`config.mk`:
```
export PLATFORM = sky130hd
export DESIGN_NAME = gpio_cfg_port
export DESIGN_NICKNAME = d
export VERILOG_FILES = /design/src/rtl/gpio_cfg_pkg.sv /design/src/rtl/gpio_in_sync.sv /design/src/rtl/gpio_cfg_regs.sv /design/src/rtl/gpio_pin_drv.sv /design/src/rtl/gpio_cfg_port.sv
export SDC_FILE = /design/constraint.sdc
export NUM_CORES = 1
export LEC_CHECK = 0
export ABC_AREA = 1
export BUFFER_PORTS_ARGS = -buffer_cell sky130_fd_sc_hd__buf_4
export CORE_MARGIN = 4
export CORE_UTILIZATION = 35
export CTS_CLUSTER_SIZE = 25
export DETAILED_ROUTE_END_ITERATION = 6
export GPL_TIMING_DRIVEN = 0
export PLACE_DENSITY = 0.67
export SYNTH_ARGS = -nofsm -noshare
export SYNTH_HDL_FRONTEND = slang
export SYNTH_HIERARCHICAL = 1
export SYNTH_SLANG_ARGS = --single-unit
```
`constraint.sdc`:
```
create_clock -name clk -period 0.8 [get_ports clk]
set_input_delay 0 -clock clk [delete_from_list [all_inputs] [get_ports clk]]
set_output_delay 0 -clock clk [all_outputs]
set_load 0.02 [all_outputs]
```
`src/rtl/gpio_cfg_pkg.sv`:
```
package gpio_cfg_pkg;
   localparam int OFS_W = 3;
   typedef enum logic [OFS_W-1:0] {
      REG_MODE = 3'd0,
      REG_DIR  = 3'd1,
      REG_DRV  = 3'd2,
      REG_DATA = 3'd3,
      REG_PINS = 3'd4
   } reg_ofs_e;
endpackage

```
`src/rtl/gpio_in_sync.sv`:
```
module gpio_in_sync #(
   parameter int PIN_W = 8
) (
   input  logic             clk,
   input  logic             rst_n,
   input  logic [PIN_W-1:0] pin_in,
   output logic [PIN_W-1:0] sync_q
);
   logic [PIN_W-1:0] meta_q;

   always_ff @(posedge clk or negedge rst_n) begin
      if (!rst_n) begin
         meta_q <= '0;
         sync_q <= '0;
      end else begin
         meta_q <= pin_in;
         sync_q <= meta_q;
      end
   end

   AST_SYNC_LATENCY: assert property (@(posedge clk) disable iff (!rst_n)
      $past(rst_n, 2) |-> sync_q == $past(pin_in, 2)) else $error("sync latency");
endmodule

```
`src/rtl/gpio_cfg_regs.sv`:
```
module gpio_cfg_regs
   import gpio_cfg_pkg::*;
#(
   parameter int               PIN_W        = 8,
   parameter logic [PIN_W-1:0] ACT_MASK     = '1,
   parameter bit               ADDR_CAPABLE = 1'b1
) (
   input  logic             clk,
   input  logic             rst_n,
   input  logic             bus_sel,
   input  logic             bus_wr,
   input  logic [OFS_W-1:0] bus_addr,
   input  logic [PIN_W-1:0] bus_wdata,
   input  logic [PIN_W-1:0] pins_sync,
   output logic [PIN_W-1:0] bus_rdata,
   output logic [PIN_W-1:0] mode_q,
   output logic [PIN_W-1:0] dir_q,
   output logic [PIN_W-1:0] drv_q,
   output logic [PIN_W-1:0] data_q
);
   logic             wr_en;
   logic [PIN_W-1:0] wmask;

   assign wr_en = bus_sel & bus_wr;
   assign wmask = bus_wdata & ACT_MASK;

   generate
      if (ADDR_CAPABLE) begin : g_mode
         always_ff @(posedge clk or negedge rst_n) begin
            if (!rst_n)                                   mode_q <= '0;
            else if (wr_en && bus_addr == OFS_W'(REG_MODE)) mode_q <= wmask;
         end
      end else begin : g_no_mode
         assign mode_q = '0;
      end
   endgenerate

   always_ff @(posedge clk or negedge rst_n) begin
      if (!rst_n) begin
         dir_q  <= '0;
         drv_q  <= '0;
         data_q <= '0;
      end else if (wr_en) begin
         case (bus_addr)
            OFS_W'(REG_DIR):  dir_q  <= wmask;
            OFS_W'(REG_DRV):  drv_q  <= wmask;
            OFS_W'(REG_DATA): data_q <= wmask;
            default: ;
         endcase
      end
   end

   always_comb begin
      bus_rdata = '0;
      if (bus_sel && !bus_wr) begin
         case (bus_addr)
            OFS_W'(REG_MODE): bus_rdata = mode_q;
            OFS_W'(REG_DIR):  bus_rdata = dir_q;
            OFS_W'(REG_DRV):  bus_rdata = drv_q;
            OFS_W'(REG_DATA): bus_rdata = data_q;
            OFS_W'(REG_PINS): bus_rdata = pins_sync & ACT_MASK;
            default:          bus_rdata = '0;
         endcase
      end
   end

   AST_DIR_WRITE: assert property (@(posedge clk) disable iff (!rst_n)
      (bus_sel && bus_wr && bus_addr == OFS_W'(REG_DIR)) |=> dir_q == ($past(bus_wdata) & ACT_MASK))
      else $error("dir write");
   AST_DATA_WRITE: assert property (@(posedge clk) disable iff (!rst_n)
      (bus_sel && bus_wr && bus_addr == OFS_W'(REG_DATA)) |=> data_q == ($past(bus_wdata) & ACT_MASK))
      else $error("data write");
   AST_DRV_HOLD: assert property (@(posedge clk) disable iff (!rst_n)
      !(bus_sel && bus_wr && bus_addr == OFS_W'(REG_DRV)) |=> $stable(drv_q))
      else $error("drv changed without write");
endmodule

```
`src/rtl/gpio_pin_drv.sv`:
```
module gpio_pin_drv #(
   parameter bit ACTIVE   = 1'b1,
   parameter bit SLEW_CAP = 1'b0
) (
   input  logic mode,
   input  logic dir,
   input  logic drv,
   input  logic data,
   input  logic addr,
   input  logic ext_oe,
   output logic oe,
   output logic out,
   output logic fast,
   output logic od
);
   logic value;
   logic enable;

   assign value  = mode ? addr : data;
   assign enable = ACTIVE & (dir | ext_oe);

   generate
      if (SLEW_CAP) begin : g_slew
         assign od   = 1'b0;
         assign fast = ACTIVE & drv;
      end else begin : g_odrain
         assign od   = ACTIVE & drv;
         assign fast = 1'b0;
      end
   endgenerate

   assign oe  = enable & (~od | ~value);
   assign out = ACTIVE & value & ~od;

   always_comb begin
      AST_OD_NO_HIGH: assert (!(od && out)) else $error("open-drain drove high");
   end
endmodule

```
`src/rtl/gpio_cfg_port.sv`:
```
module gpio_cfg_port
   import gpio_cfg_pkg::*;
#(
   parameter int               PIN_W        = 8,
   parameter int               ACTIVE_PINS  = 8,
   parameter bit               ADDR_CAPABLE = 1'b1,
   parameter logic [PIN_W-1:0] SLEW_MASK    = 8'hF0
) (
   input  logic             clk,
   input  logic             rst_n,
   input  logic             bus_sel,
   input  logic             bus_wr,
   input  logic [2:0]       bus_addr,
   input  logic [PIN_W-1:0] bus_wdata,
   output logic [PIN_W-1:0] bus_rdata,
   input  logic [PIN_W-1:0] addr_bits,
   input  logic [PIN_W-1:0] ext_oe,
   input  logic [PIN_W-1:0] pin_in,
   output logic [PIN_W-1:0] pin_oe,
   output logic [PIN_W-1:0] pin_out,
   output logic [PIN_W-1:0] pin_fast
);
   localparam logic [PIN_W-1:0] ACT_MASK = {PIN_W{1'b1}} >> (PIN_W - ACTIVE_PINS);

   initial begin
      AST_PARAM_PINS: assert (ACTIVE_PINS >= 1 && ACTIVE_PINS <= PIN_W)
         else $error("ACTIVE_PINS out of range");
      AST_PARAM_WIDTH: assert (PIN_W >= 1 && PIN_W <= 32)
         else $error("PIN_W out of range");
   end

   logic [PIN_W-1:0] mode_q, dir_q, drv_q, data_q, pins_sync, od_vec;

   gpio_in_sync #(.PIN_W(PIN_W)) u_sync (
      .clk    (clk),
      .rst_n  (rst_n),
      .pin_in (pin_in),
      .sync_q (pins_sync)
   );

   gpio_cfg_regs #(
      .PIN_W        (PIN_W),
      .ACT_MASK     (ACT_MASK),
      .ADDR_CAPABLE (ADDR_CAPABLE)
   ) u_regs (
      .clk       (clk),
      .rst_n     (rst_n),
      .bus_sel   (bus_sel),
      .bus_wr    (bus_wr),
      .bus_addr  (bus_addr),
      .bus_wdata (bus_wdata),
      .pins_sync (pins_sync),
      .bus_rdata (bus_rdata),
      .mode_q    (mode_q),
      .dir_q     (dir_q),
      .drv_q     (drv_q),
      .data_q    (data_q)
   );

   for (genvar i = 0; i < PIN_W; i++) begin : g_pin
      gpio_pin_drv #(
         .ACTIVE   (i < ACTIVE_PINS),
         .SLEW_CAP (SLEW_MASK[i])
      ) u_drv (
         .mode   (mode_q[i]),
         .dir    (dir_q[i]),
         .drv    (drv_q[i]),
         .data   (data_q[i]),
         .addr   (addr_bits[i]),
         .ext_oe (ext_oe[i]),
         .oe     (pin_oe[i]),
         .out    (pin_out[i]),
         .fast   (pin_fast[i]),
         .od     (od_vec[i])
      );
   end

   AST_EXT_OE_WINS: assert property (@(posedge clk) disable iff (!rst_n)
      (ext_oe & ACT_MASK & ~od_vec & ~pin_oe) == '0) else $error("ext oe ignored");
   AST_INACTIVE_QUIET: assert property (@(posedge clk) disable iff (!rst_n)
      ((pin_oe | pin_out | pin_fast) & ~ACT_MASK) == '0) else $error("inactive pin driven");
   AST_FAST_NOT_OD: assert property (@(posedge clk) disable iff (!rst_n)
      (pin_fast & od_vec) == '0) else $error("fast on open-drain pin");
   AST_RESET_IDLE: assert property (@(posedge clk) disable iff (!rst_n)
      $rose(rst_n) |-> (pin_oe == '0 && pin_fast == '0)) else $error("not idle after reset");
endmodule

```
==> key figures, run 1 <==
GRT
  • Vias in the first global route: 2,306
  • Antenna violations before repair: 0
  • Wire length of the first global-routing pass: 11.2 mm
  • Gr usage total: 16.9%
  • Largest net degree at the start of global routing: 49
  • Grt ovf: 0

STA
  • Fmax: 0.798 GHz
  • Slew Limit Fails: 0
  • RSZ-0062 raised after global routing: yes
  • Fin crit share: 157%
  • Worst Skew: 0.000904 ns
  • Final min period: 1.25 ns
  • Final hold vios: 1
  • Final worst slack: -0.454 ns
  • Actual slew at the worst max-slew pin: 0.505 ns
  • Slew margin rel.: 66.3%
  • Final setup vio count: 30
  • Hold WS: -0.000932 ns

Layout
  • Layout cells sized above 1: 45.6%
  • # diodes: 0
  • Fillcell total: 612
  • Most frequent cells in the layout: 56 x buf_4, 50 x nand2_1, 50 x buf_6
  • Finished Cell Area: 3700 µm²
  • P&R area growth vs syn: 52.2%
  • Nets: 426
  • Commonest non-fill, non-tap cell in the layout: buf_4

Die
  • Die ar.: 8340 µm²
  • Initial Util: 35.9%
  • Die Ht: 91.3 µm
  • Top Ports: 71
  • Cell Rows: 30
  • DIE WIDTH: 91.3 µm
  • Core Region: 6760 µm²

Worst setup path
  • CP endpoint kind: output pin
  • Worst-path fanout max: 4
  • Startpoint types: flop
  • CP Class: reg2out
  • WP data required: 0.80 ns
  • CP arrival: 1.25 ns

Placed design
  • Post-Place Worst Slack: -0.322 ns
  • DP Wirelength: 4.66 mm
  • GP Congestion: 0.863
  • DP Area: 3090 µm²
  • # port buffers: 64

Clock network
  • Clock Path Buffers: 2
  • H-tree levels: 2
  • Clk sinks: 48
  • CTS tree: built
  • Total CTS buffers: 5
  • Clock network latency to the later pin of the worst-skew pair: 0.31 ns
  • Root Buffer: clkbuf_8
  • Clock-pin slew on the worst setup and hold paths: 0.09 ns

Drt
  • DR pass1 iterations: 5
  • Total Wirelength: 7.13 mm
  • Wire per inst: 15.2 µm
  • Drt via density: 5.03
  • Antenna viol nets, final: 0
  • Number of remaining DRC errors: 0
  • Total number of vias: 2,353
  • Starting DRC count in detailed routing: 134

Logic synthesis
  • Synth Area per Inst: 8.74 µm²
  • Ys Warns: 6
  • Mapped Area: 2430 µm²
  • Syn_nets: 317
  • Synthesized instance count: 278

Hold path
  • Hold crit path type: in2reg

Outcome
  • Failing checks: negative hold slack, negative setup slack
  • Outcome: finished with violations

Power
  • Peak VDD IR: 0.981 mV
  • Leak: 1.80 nW
  • PD cells: 1990 nW/µm²

Run
  • Maxcap violations: 0
==> metal layers <==
metal  wire length (µm)  global-route usage [%]  up-vias
met1               2970                    21.9     1077
met5                  0                       0        -
met4                132                    5.03        0
met2               3430                    27.7      127
met3                604                    4.81       14
li1                   -                       -     1135
==> where the power goes <==
group          switching [W]  total, W  internal, W
clock               0.000861   0.00148     0.000620
combinational        0.00134   0.00279      0.00145
sequential          0.000294   0.00309      0.00280
total                0.00250   0.00737      0.00487
==> timing repair <==
action | in CTS | in global routing
gates cloned | 0 | 0
hold buffers | 15 | 0
buffers inserted | 21 | 9
endpoints found under the hold margin | 72 | 0
pin swaps | 30 | 19
endpoints found under the setup margin | 28 | 35
resized for setup | 43 | 24
==> path summary, 6_finish.rpt <==
| kind | startpoint | cells past startpoint | slack (ns) | endpoint |
|---|---|---|---|---|
| worst max-delay path | u_regs/mode_q[0]$_DFFE_PN0P_ | 5 | -0.45 | bus_rdata[0] |
| worst min-delay path | bus_wdata[3] | 3 | -0.0009 | u_regs/drv_q[3]$_DFFE_PN0P_ |
| worst max register to register | u_regs/mode_q[6]$_DFFE_PN0P_ | 5 | -0.15 | u_regs/mode_q[6]$_DFFE_PN0P_ |
| worst min register to register | u_sync/meta_q[5]$_DFF_PN0_ | 0 | 0.36 | u_sync/sync_q[5]$_DFF_PN0_ |
| max in group asynchronous | rst_n | 2 | 0.30 | u_regs/mode_q[1]$_DFFE_PN0P_ |
| min in group asynchronous | rst_n | 2 | 0.17 | u_sync/meta_q[6]$_DFF_PN0_ |
==> state kept, by name (all words and copies together), names as in the netlist <==
name and flops:
u_sync/meta_q 8, u_sync/sync_q 8, u_regs/data_q 8, u_regs/dir_q 8
u_regs/mode_q 8, u_regs/drv_q 8
==> cell type report <==
type / instances / area [µm²] / share of cell area (%)
timing repair buffer: 106 / 983 / 26.6
clock inverter: 3 / 23.8 / 0.643
inverter: 21 / 88.8 / 2.40
tap: 80 / 100 / 2.71
clock buffer: 5 / 68.8 / 1.86
buffer: 17 / 175 / 4.74
sequential: 48 / 1200 / 32.5
multi-input combinational: 188 / 1050 / 28.5
==> worst max-delay path, cell delays in order, from the launching register on <==
cell,delay [ns]
dfrtp_1,0.44
nand3_1,0.10
nand3_1,0.06
nor2_1,0.14
nor2_2,0.06
buf_6,0.15
==> metrics by stage <==
stage	TNS [ns]	total power [W]	std cells	util, %
2_1_floorplan	-0.0936	0.00437	278	-
3_3_place_gp	-6.21	0.00511	422	45.7
3_5_place_dp	-7.07	0.00516	422	45.7
4_1_cts	-9.85	0.00721	464	53.5
5_1_grt	-11.38	0.00775	468	54.7
6_report	-9.71	0.00737	468	54.7
Note: power is estimated with default switching activity, not from simulation.
==> run 2, diff against run 1 <==
--- a/config.mk
+++ b/config.mk
@@ -7,12 +7,14 @@
 export LEC_CHECK = 0
 export ABC_AREA = 1
 export BUFFER_PORTS_ARGS = -buffer_cell sky130_fd_sc_hd__buf_4
+export CELL_PAD_IN_SITES_DETAIL_PLACEMENT = 1
+export CELL_PAD_IN_SITES_GLOBAL_PLACEMENT = 2
 export CORE_MARGIN = 4
-export CORE_UTILIZATION = 35
+export CORE_UTILIZATION = 30
 export CTS_CLUSTER_SIZE = 25
 export DETAILED_ROUTE_END_ITERATION = 6
 export GPL_TIMING_DRIVEN = 0
-export PLACE_DENSITY = 0.67
+export PLACE_DENSITY_LB_ADDON = 0.1
 export SYNTH_ARGS = -nofsm -noshare
 export SYNTH_HDL_FRONTEND = slang
 export SYNTH_HIERARCHICAL = 1
==> key figures, run 2 (synthesis gave the netlist of run 1 again) <==
Outcome
  • Outcome: finished with violations
  • Failing checks: negative setup slack

Layout
  • Commonest non-fill, non-tap cell in the layout: buf_6
  • FF/Latch Area: 1200 µm² (+0.10%)
  • Layout cells sized above 1: 51.5% (+5.9 points)
  • Area of the multi-input gates: 1130 µm² (+6.9%)
  • Nets: 426 (unchanged)
  • # diodes: 0 (unchanged)
  • Final core occ: 48.9% (-5.8 points)
  • Most frequent cells in the layout: 57 x buf_6, 53 x buf_4, 46 x dfrtp_1
  • P&R area growth vs syn: 57.2%
  • Fillcell total: 941 (+54%)

Die
  • DIE WIDTH: 98.0 µm (+7.3%)
  • Initial Util: 31.1% (-4.8 points)
  • Cell Rows: 32 (+6.7%)
  • Die ar.: 9600 µm² (+15%)
  • Top Ports: 71 (unchanged)
  • Die Ht: 98.0 µm (+7.3%)
  • Core Region: 7810 µm² (+16%)

Worst setup path
  • WP data required: 0.80 ns (about the same)
  • CP Launch Point: u_regs/mode_q[0]$_DFFE_PN0P_
  • CP arrival: 1.23 ns (-0.02 ns)
  • CP endpoint kind: output pin
  • Startpoint types: flop
  • Crit-path cells: nand3_2 > nand3_2 > nor2_2 > nor2_2 > buf_6
  • FF-to-FF path depth: 5 (unchanged)
  • Crit path to: bus_rdata[0]
  • Worst-path fanout max: 4 (unchanged)
  • Reg2Reg Capture Point: u_regs/mode_q[4]$_DFFE_PN0P_
  • Worst R2R Setup Slack: -0.16 ns (about the same)
  • Worst path max stage delay: 0.46 ns (+0.02 ns)
  • R2r startpoint: u_regs/mode_q[4]$_DFFE_PN0P_
  • CP Class: reg2out
  • Critical Path Slowest Stage Cell: dfrtp_2

Clock network
  • CTS tree: built
  • Clock network latency to the later pin of the worst-skew pair: 0.30 ns (about the same)
  • Clk sinks: 48 (unchanged)
  • Clock-pin slew on the worst setup and hold paths: 0.09 ns (about the same)
  • Root Buffer: clkbuf_8
  • Total CTS buffers: 5 (unchanged)
  • Clock Path Buffers: 2 (unchanged)
  • H-tree levels: 2 (unchanged)

STA
  • RSZ-0062 raised after global routing: yes
  • Actual slew at the worst max-slew pin: 0.575 ns (+0.0699 ns)
  • Fin crit share: 154% (-3.1 points)
  • Final hold vios: 0 (-1)
  • Slew margin rel.: 61.6% (-4.7 points)
  • Final setup vio count: 33 (+10%)
  • Worst Skew: 0.00372 ns (+0.00281 ns)
  • Slew Limit Fails: 0 (unchanged)
  • Final min period: 1.23 ns (-0.0249 ns)
  • Hold WS: 0.00928 ns (+0.0102 ns)
  • Fmax: 0.814 GHz (+2.0%)
  • Final worst slack: -0.429 ns (+0.0249 ns)

Drt
  • Total Wirelength: 8.15 mm (+14%)
  • Wire per inst: 16.6 µm (+9.2%)
  • Antenna viol nets, final: 0 (unchanged)
  • DR pass1 iterations: 4 (-1)
  • Number of remaining DRC errors: 0 (unchanged)
  • Total number of vias: 2,345 (-0.34%)
  • Drt via density: 4.79 (-4.8%)
  • Starting DRC count in detailed routing: 65 (-51%)

GRT
  • Grt ovf: 0 (unchanged)
  • Largest net degree at the start of global routing: 49 (unchanged)
  • Gr usage total: 17.4% (+0.48 points)
  • Wire length of the first global-routing pass: 13.3 mm (+18%)
  • Vias in the first global route: 2,568 (+11%)
  • Antenna violations before repair: 0 (unchanged)

Power
  • Switch share: 33.6% (-0.36 points)
  • Clock power share: 19.7% (-0.4 points)
  • Power share of the combinational group: 39.3% (+1.4 points)
  • Register share of total power: 40.9% (-1.1 points)
  • Switching pwr: 0.00256 W (+2.3%)
  • Leak: 1.86 nW (+3.3%)
  • P_int: 0.00506 W (+3.9%)
  • Peak VDD IR: 0.834 mV (-15%)
  • PD cells: 1990 nW/µm² (+0.12%)

Placed design
  • DP Wirelength: 5.46 mm (+17%)
  • # port buffers: 64 (unchanged)
  • GP Congestion: 0.749 (-13%)

Run
  • Maxcap violations: 0 (unchanged)

Hold path
  • Hold crit path type: in2reg
## run 2: final cells by class
| type | instances | area share, % |
|---|---|---|
| buffer | 18 | 4.88 |
| clock buffer | 6 | 2.16 |
| clock inverter | 2 | 0.262 |
| inverter | 21 | 2.39 |
| multi-input combinational | 188 | 29.5 |
| sequential | 48 | 31.5 |
| tap | 102 | 3.34 |
| timing repair buffer | 105 | 25.9 |
## run 2: through the flow
| step | area [µm²] | total power [W] | setup TNS [ns] | setup slack [ns] | instances |
|---|---|---|---|---|---|
| 3_5_place_dp | 3120 | 0.00521 | -8.04 | -0.348 | 444 |
| 5_1_grt | 3820 | 0.00807 | -11.68 | -0.496 | 490 |
| 3_3_place_gp | 3120 | 0.00516 | -7.68 | -0.323 | 444 |
| 4_1_cts | 3650 | 0.00741 | -10.03 | -0.458 | 485 |
| 6_report | 3820 | 0.00761 | -9.70 | -0.429 | 490 |
| 2_1_floorplan | 2510 | 0.00437 | -0.0936 | -0.0214 | 278 |
## run 2: power by group through the flow
stage	Clock (W)	Sequential (W)	Combinational, W
floorplan	0	0.00309	0.00128
global placement	0	0.00323	0.00193
detailed placement	0	0.00323	0.00198
CTS	0.00155	0.00310	0.00276
global route	0.00163	0.00317	0.00327
finish	0.00150	0.00312	0.00300
## run 2: worst max-delay path: cells and delay by family, from the launching register on
kind / cells / cell delay [ns]
buf+inv: 1 / 0.15
flops: 1 / 0.46
simple gates: 4 / 0.33
## run 2: routing by layer
metal / track usage [%] / routed length (µm)
met2: 30.1 / 4200
met3: 3.57 / 390
met5: 0 / 0
met1: 22.3 / 3450
met4: 4.26 / 114
## run 2: worst min path at each step
stage / from / end / slack, ns / cells after the start
after CTS: bus_wdata[7] / u_regs/drv_q[7]$_DFFE_PN0P_ / 0.005 / 3
after detailed placement: rst_n / u_regs/mode_q[7]$_DFFE_PN0P_ / 0.05 / 1
after global routing: bus_wdata[0] / u_regs/drv_q[0]$_DFFE_PN0P_ / 0.03 / 3
after floorplan: rst_n / u_regs/data_q[0]$_DFFE_PN0P_ / -0.30 / 0
after global placement: rst_n / u_regs/mode_q[3]$_DFFE_PN0P_ / 0.06 / 1
final: bus_wdata[7] / u_regs/data_q[7]$_DFFE_PN0P_ / 0.009 / 3
## run 2: repair_timing
item,in CTS,in global routing
hold buffers,11,0
setup buffers,24,9
endpoints found under the setup margin,28,42
resized for setup,52,43
pin swaps,35,25
endpoints found under the hold margin,61,0
==> run 3, diff against run 2 <==
--- a/config.mk
+++ b/config.mk
@@ -10,12 +10,11 @@
 export CELL_PAD_IN_SITES_DETAIL_PLACEMENT = 1
 export CELL_PAD_IN_SITES_GLOBAL_PLACEMENT = 2
 export CORE_MARGIN = 4
-export CORE_UTILIZATION = 30
+export CORE_UTILIZATION = 29
 export CTS_CLUSTER_SIZE = 25
 export DETAILED_ROUTE_END_ITERATION = 6
 export GPL_TIMING_DRIVEN = 0
 export PLACE_DENSITY_LB_ADDON = 0.1
 export SYNTH_ARGS = -nofsm -noshare
 export SYNTH_HDL_FRONTEND = slang
-export SYNTH_HIERARCHICAL = 1
 export SYNTH_SLANG_ARGS = --single-unit
==> key figures, run 3 <==
Outcome
  • Outcome: finished with violations
  • Failing checks: negative setup slack

GRT
  • Gr usage total: 15.9% (-1.5 points)
  • Wire length of the first global-routing pass: 12.1 mm (-8.8%)
  • Vias in the first global route: 2,349 (-8.5%)
  • Largest net degree at the start of global routing: 49 (unchanged)
  • Grt ovf: 0 (unchanged)
  • Antenna violations before repair: 0 (unchanged)

STA
  • RSZ-0062 raised after global routing: yes
  • Final min period: 1.24 ns (+0.00898 ns)
  • Fin crit share: 155% (+1.1 points)
  • Final setup vio count: 29 (-12%)
  • Setup_tns: -9.93 ns (-0.231 ns)
  • Worst Skew: 0.00210 ns (-0.00162 ns)
  • Final hold vios: 0 (unchanged)
  • Slew margin rel.: 60.9% (-0.72 points)
  • Hold WS: 0.00432 ns (-0.00496 ns)
  • Actual slew at the worst max-slew pin: 0.585 ns (+0.0107 ns)
  • Slew Limit Fails: 0 (unchanged)
  • Fmax: 0.808 GHz (-0.73%)
  • Final worst slack: -0.438 ns (-0.00898 ns)

Hold path
  • HP Start: bus_wdata[2]
  • Hold path depth: 3 (unchanged)
  • Hold crit path type: in2reg
  • WHS Endpoint: u_regs.data_q[2]$_DFFE_PN0P_

Logic synthesis
  • Seq/Total Area, Yosys: 50.7%
  • Yosys top cell area share: 50.7%
  • Seq cells post-synth: 48
  • List of most frequent post-synthesis cells: 48 x dfrtp_1, 42 x nand2_1, 39 x o21ai_1, 32 x nand3_1, 26 x buf_4
  • Ys Warns: 0 (-6)
  • Synthesized instance count: 279 (+0.36%)
  • EDFF count, synth: 0
  • Synth top area cells: dfrtp_1 51%, o21ai_1 8.2%, buf_4 8.2%
  • Synth Flop Type: dfrtp_1
  • Mapped Area: 2370 µm² (-2.4%)
  • Top cell type by total area after synthesis: dfrtp_1
  • Asr flop ratio synth: 100%
  • Top-count cell post-synth: dfrtp_1
  • Netlist cell types: 21
  • Synth Area per Inst: 8.49 µm² (-2.8%)

Layout
  • P&R area growth vs syn: 53.0%
  • Layout cells sized above 1: 47.7% (-3.9 points)
  • Most frequent cells in the layout: 51 x buf_4, 48 x buf_6, 45 x dfrtp_1
  • Commonest non-fill, non-tap cell in the layout: buf_4
  • # diodes: 0 (unchanged)
  • Nets: 406 (-4.7%)

Placed design
  • GP Congestion: 0.708 (-5.5%)
  • Post-Place Worst Slack: -0.472 ns (-0.123 ns)
  • DP Wirelength: 5.19 mm (-4.9%)
  • # port buffers: 65 (+1.6%)

Clock network
  • Clock-pin slew on the worst setup and hold paths: 0.09 ns (about the same)
  • CTS tree: built
  • Clock Path Buffers: 2 (unchanged)
  • Root Buffer: clkbuf_8
  • Total CTS buffers: 5 (unchanged)
  • Clk sinks: 48 (unchanged)
  • Clock network latency to the later pin of the worst-skew pair: 0.30 ns (about the same)
  • H-tree levels: 2 (unchanged)

Drt
  • Antenna viol nets, final: 0 (unchanged)
  • DR pass1 iterations: 4 (unchanged)
  • Drt via density: 4.70 (-1.9%)
  • Total number of vias: 2,202 (-6.1%)
  • Wire per inst: 16.2 µm (-2.8%)
  • Number of remaining DRC errors: 0 (unchanged)
  • Total Wirelength: 7.58 mm (-7.0%)
  • Starting DRC count in detailed routing: 71 (+9.2%)

Die
  • Die Ht: 98.4 µm (+0.43%)
  • Top Ports: 71 (unchanged)
  • DIE WIDTH: 98.4 µm (+0.43%)
  • Initial Util: 30.2% (-0.91 points)
  • Cell Rows: 32 (unchanged)
  • Die ar.: 9680 µm² (+0.86%)
  • Core Region: 7850 µm² (+0.51%)

Worst setup path
  • R2r startpoint: u_regs.mode_q[0]$_DFFE_PN0P_
  • WP buf/inv: 1 (unchanged)
  • WP data required: 0.80 ns (about the same)
  • Reg2Reg Capture Point: u_regs.mode_q[0]$_DFFE_PN0P_
  • FF-to-FF path depth: 3 (-2)
  • CP Class: reg2out
  • Worst R2R Setup Slack: 0 ns (+0.16 ns)
  • Crit-path cells: nand3_1 > nand3_1 > nor2_2 > nor2_2 > buf_6
  • Startpoint types: flop
  • Worst path max stage delay: 0.45 ns (about the same)
  • Worst-path fanout max: 4 (unchanged)
  • Critical Path Slowest Stage Cell: dfrtp_2
  • CP endpoint kind: output pin
  • CP delay by family, top: flip-flops
  • CP arrival: 1.24 ns (about the same)

Power
  • PD cells: 2000 nW/µm² (about the same)
  • Design Power: 0.00724 W (-4.9%)
  • Peak VDD IR: 0.904 mV (+8.4%)
  • Leak: 1.73 nW (-6.9%)

Run
  • Maxcap violations: 0 (unchanged)
run 3: metrics by stage:
stage / util, % / instance area (µm²) / instances
floorplan: - / 2480 / 282
global placement: 39.4 / 3090 / 449
detailed placement: 39.4 / 3090 / 449
CTS: 44.1 / 3460 / 466
global route: 46.2 / 3630 / 469
finish: 46.2 / 3630 / 469
run 3: cell families after synthesis:
family	count (synthesis)	share of synthesized area, %
buffers and inverters	61	14.3
DFF	48	50.7
muxes	1	0.475
AOI/OAI and AO/OA	50	11.0
other	1	0.158
and+or+nand+nor	118	23.4
run 3: worst max-delay path by stage:
stage	startpoint	to	slack, ns	cells past startpoint
2_1_floorplan	bus_addr[2]	u_regs.mode_q[5]$_DFFE_PN0P_	-0.03	6
3_3_place_gp	bus_addr[1]	bus_rdata[6]	-0.45	8
3_5_place_dp	bus_addr[1]	bus_rdata[1]	-0.47	8
4_1_cts	u_regs.mode_q[0]$_DFFE_PN0P_	pin_out[0]	-0.50	5
5_1_grt	u_regs.mode_q[0]$_DFFE_PN0P_	pin_out[0]	-0.52	5
6_report	u_regs.mode_q[0]$_DFFE_PN0P_	bus_rdata[0]	-0.44	5
run 3: what timing repair did:
action                     in CTS  in global routing
buffers inserted               15                 10
gates resized for setup        58                 47
hold buffers                   10                  0
setup endpoints to repair      39                 65
pin swaps                      54                 31
hold endpoints to repair       57                  0
run 3: worst reg2reg max path: stages (launching register included):
cell,delay (ns)
dfrtp_2,0.45
buf_4,0.15
nand2_2,0.06
o21ai_2,0.05
run 3: final cells by class:
| class | count | area [µm²] |
|---|---|---|
| clock inverters | 1 | 5.00 |
| repair buffers | 95 | 885 |
| clock buffers | 6 | 72.6 |
| fillers | 924 | 4220 |
| flip-flops and latches | 48 | 1200 |
| inverters | 27 | 103 |
| plain buffers | 17 | 171 |
| multi-input cells | 173 | 1060 |
| well taps | 102 | 128 |
run 3: routing by layer:
metal	routed length, µm	track usage (%)	vias up	share of wire, %
li1	-	-	1068	-
met5	0	0	-	0
met1	3380	20.9	1076	45
met3	298	2.79	12	3.9
met2	3800	27.4	46	50
met4	104	3.89	0	1.4
run 3: report_power, final:
| group | leakage, nW | total, W | switching [W] | internal, W |
|---|---|---|---|---|
| clock network | 0.0410 | 0.00139 | 0.000797 | 0.000597 |
| logic | 1.10 | 0.00273 | 0.00131 | 0.00142 |
| registers | 0.589 | 0.00311 | 0.000312 | 0.00280 |
| total | 1.73 | 0.00724 | 0.00242 | 0.00482 |
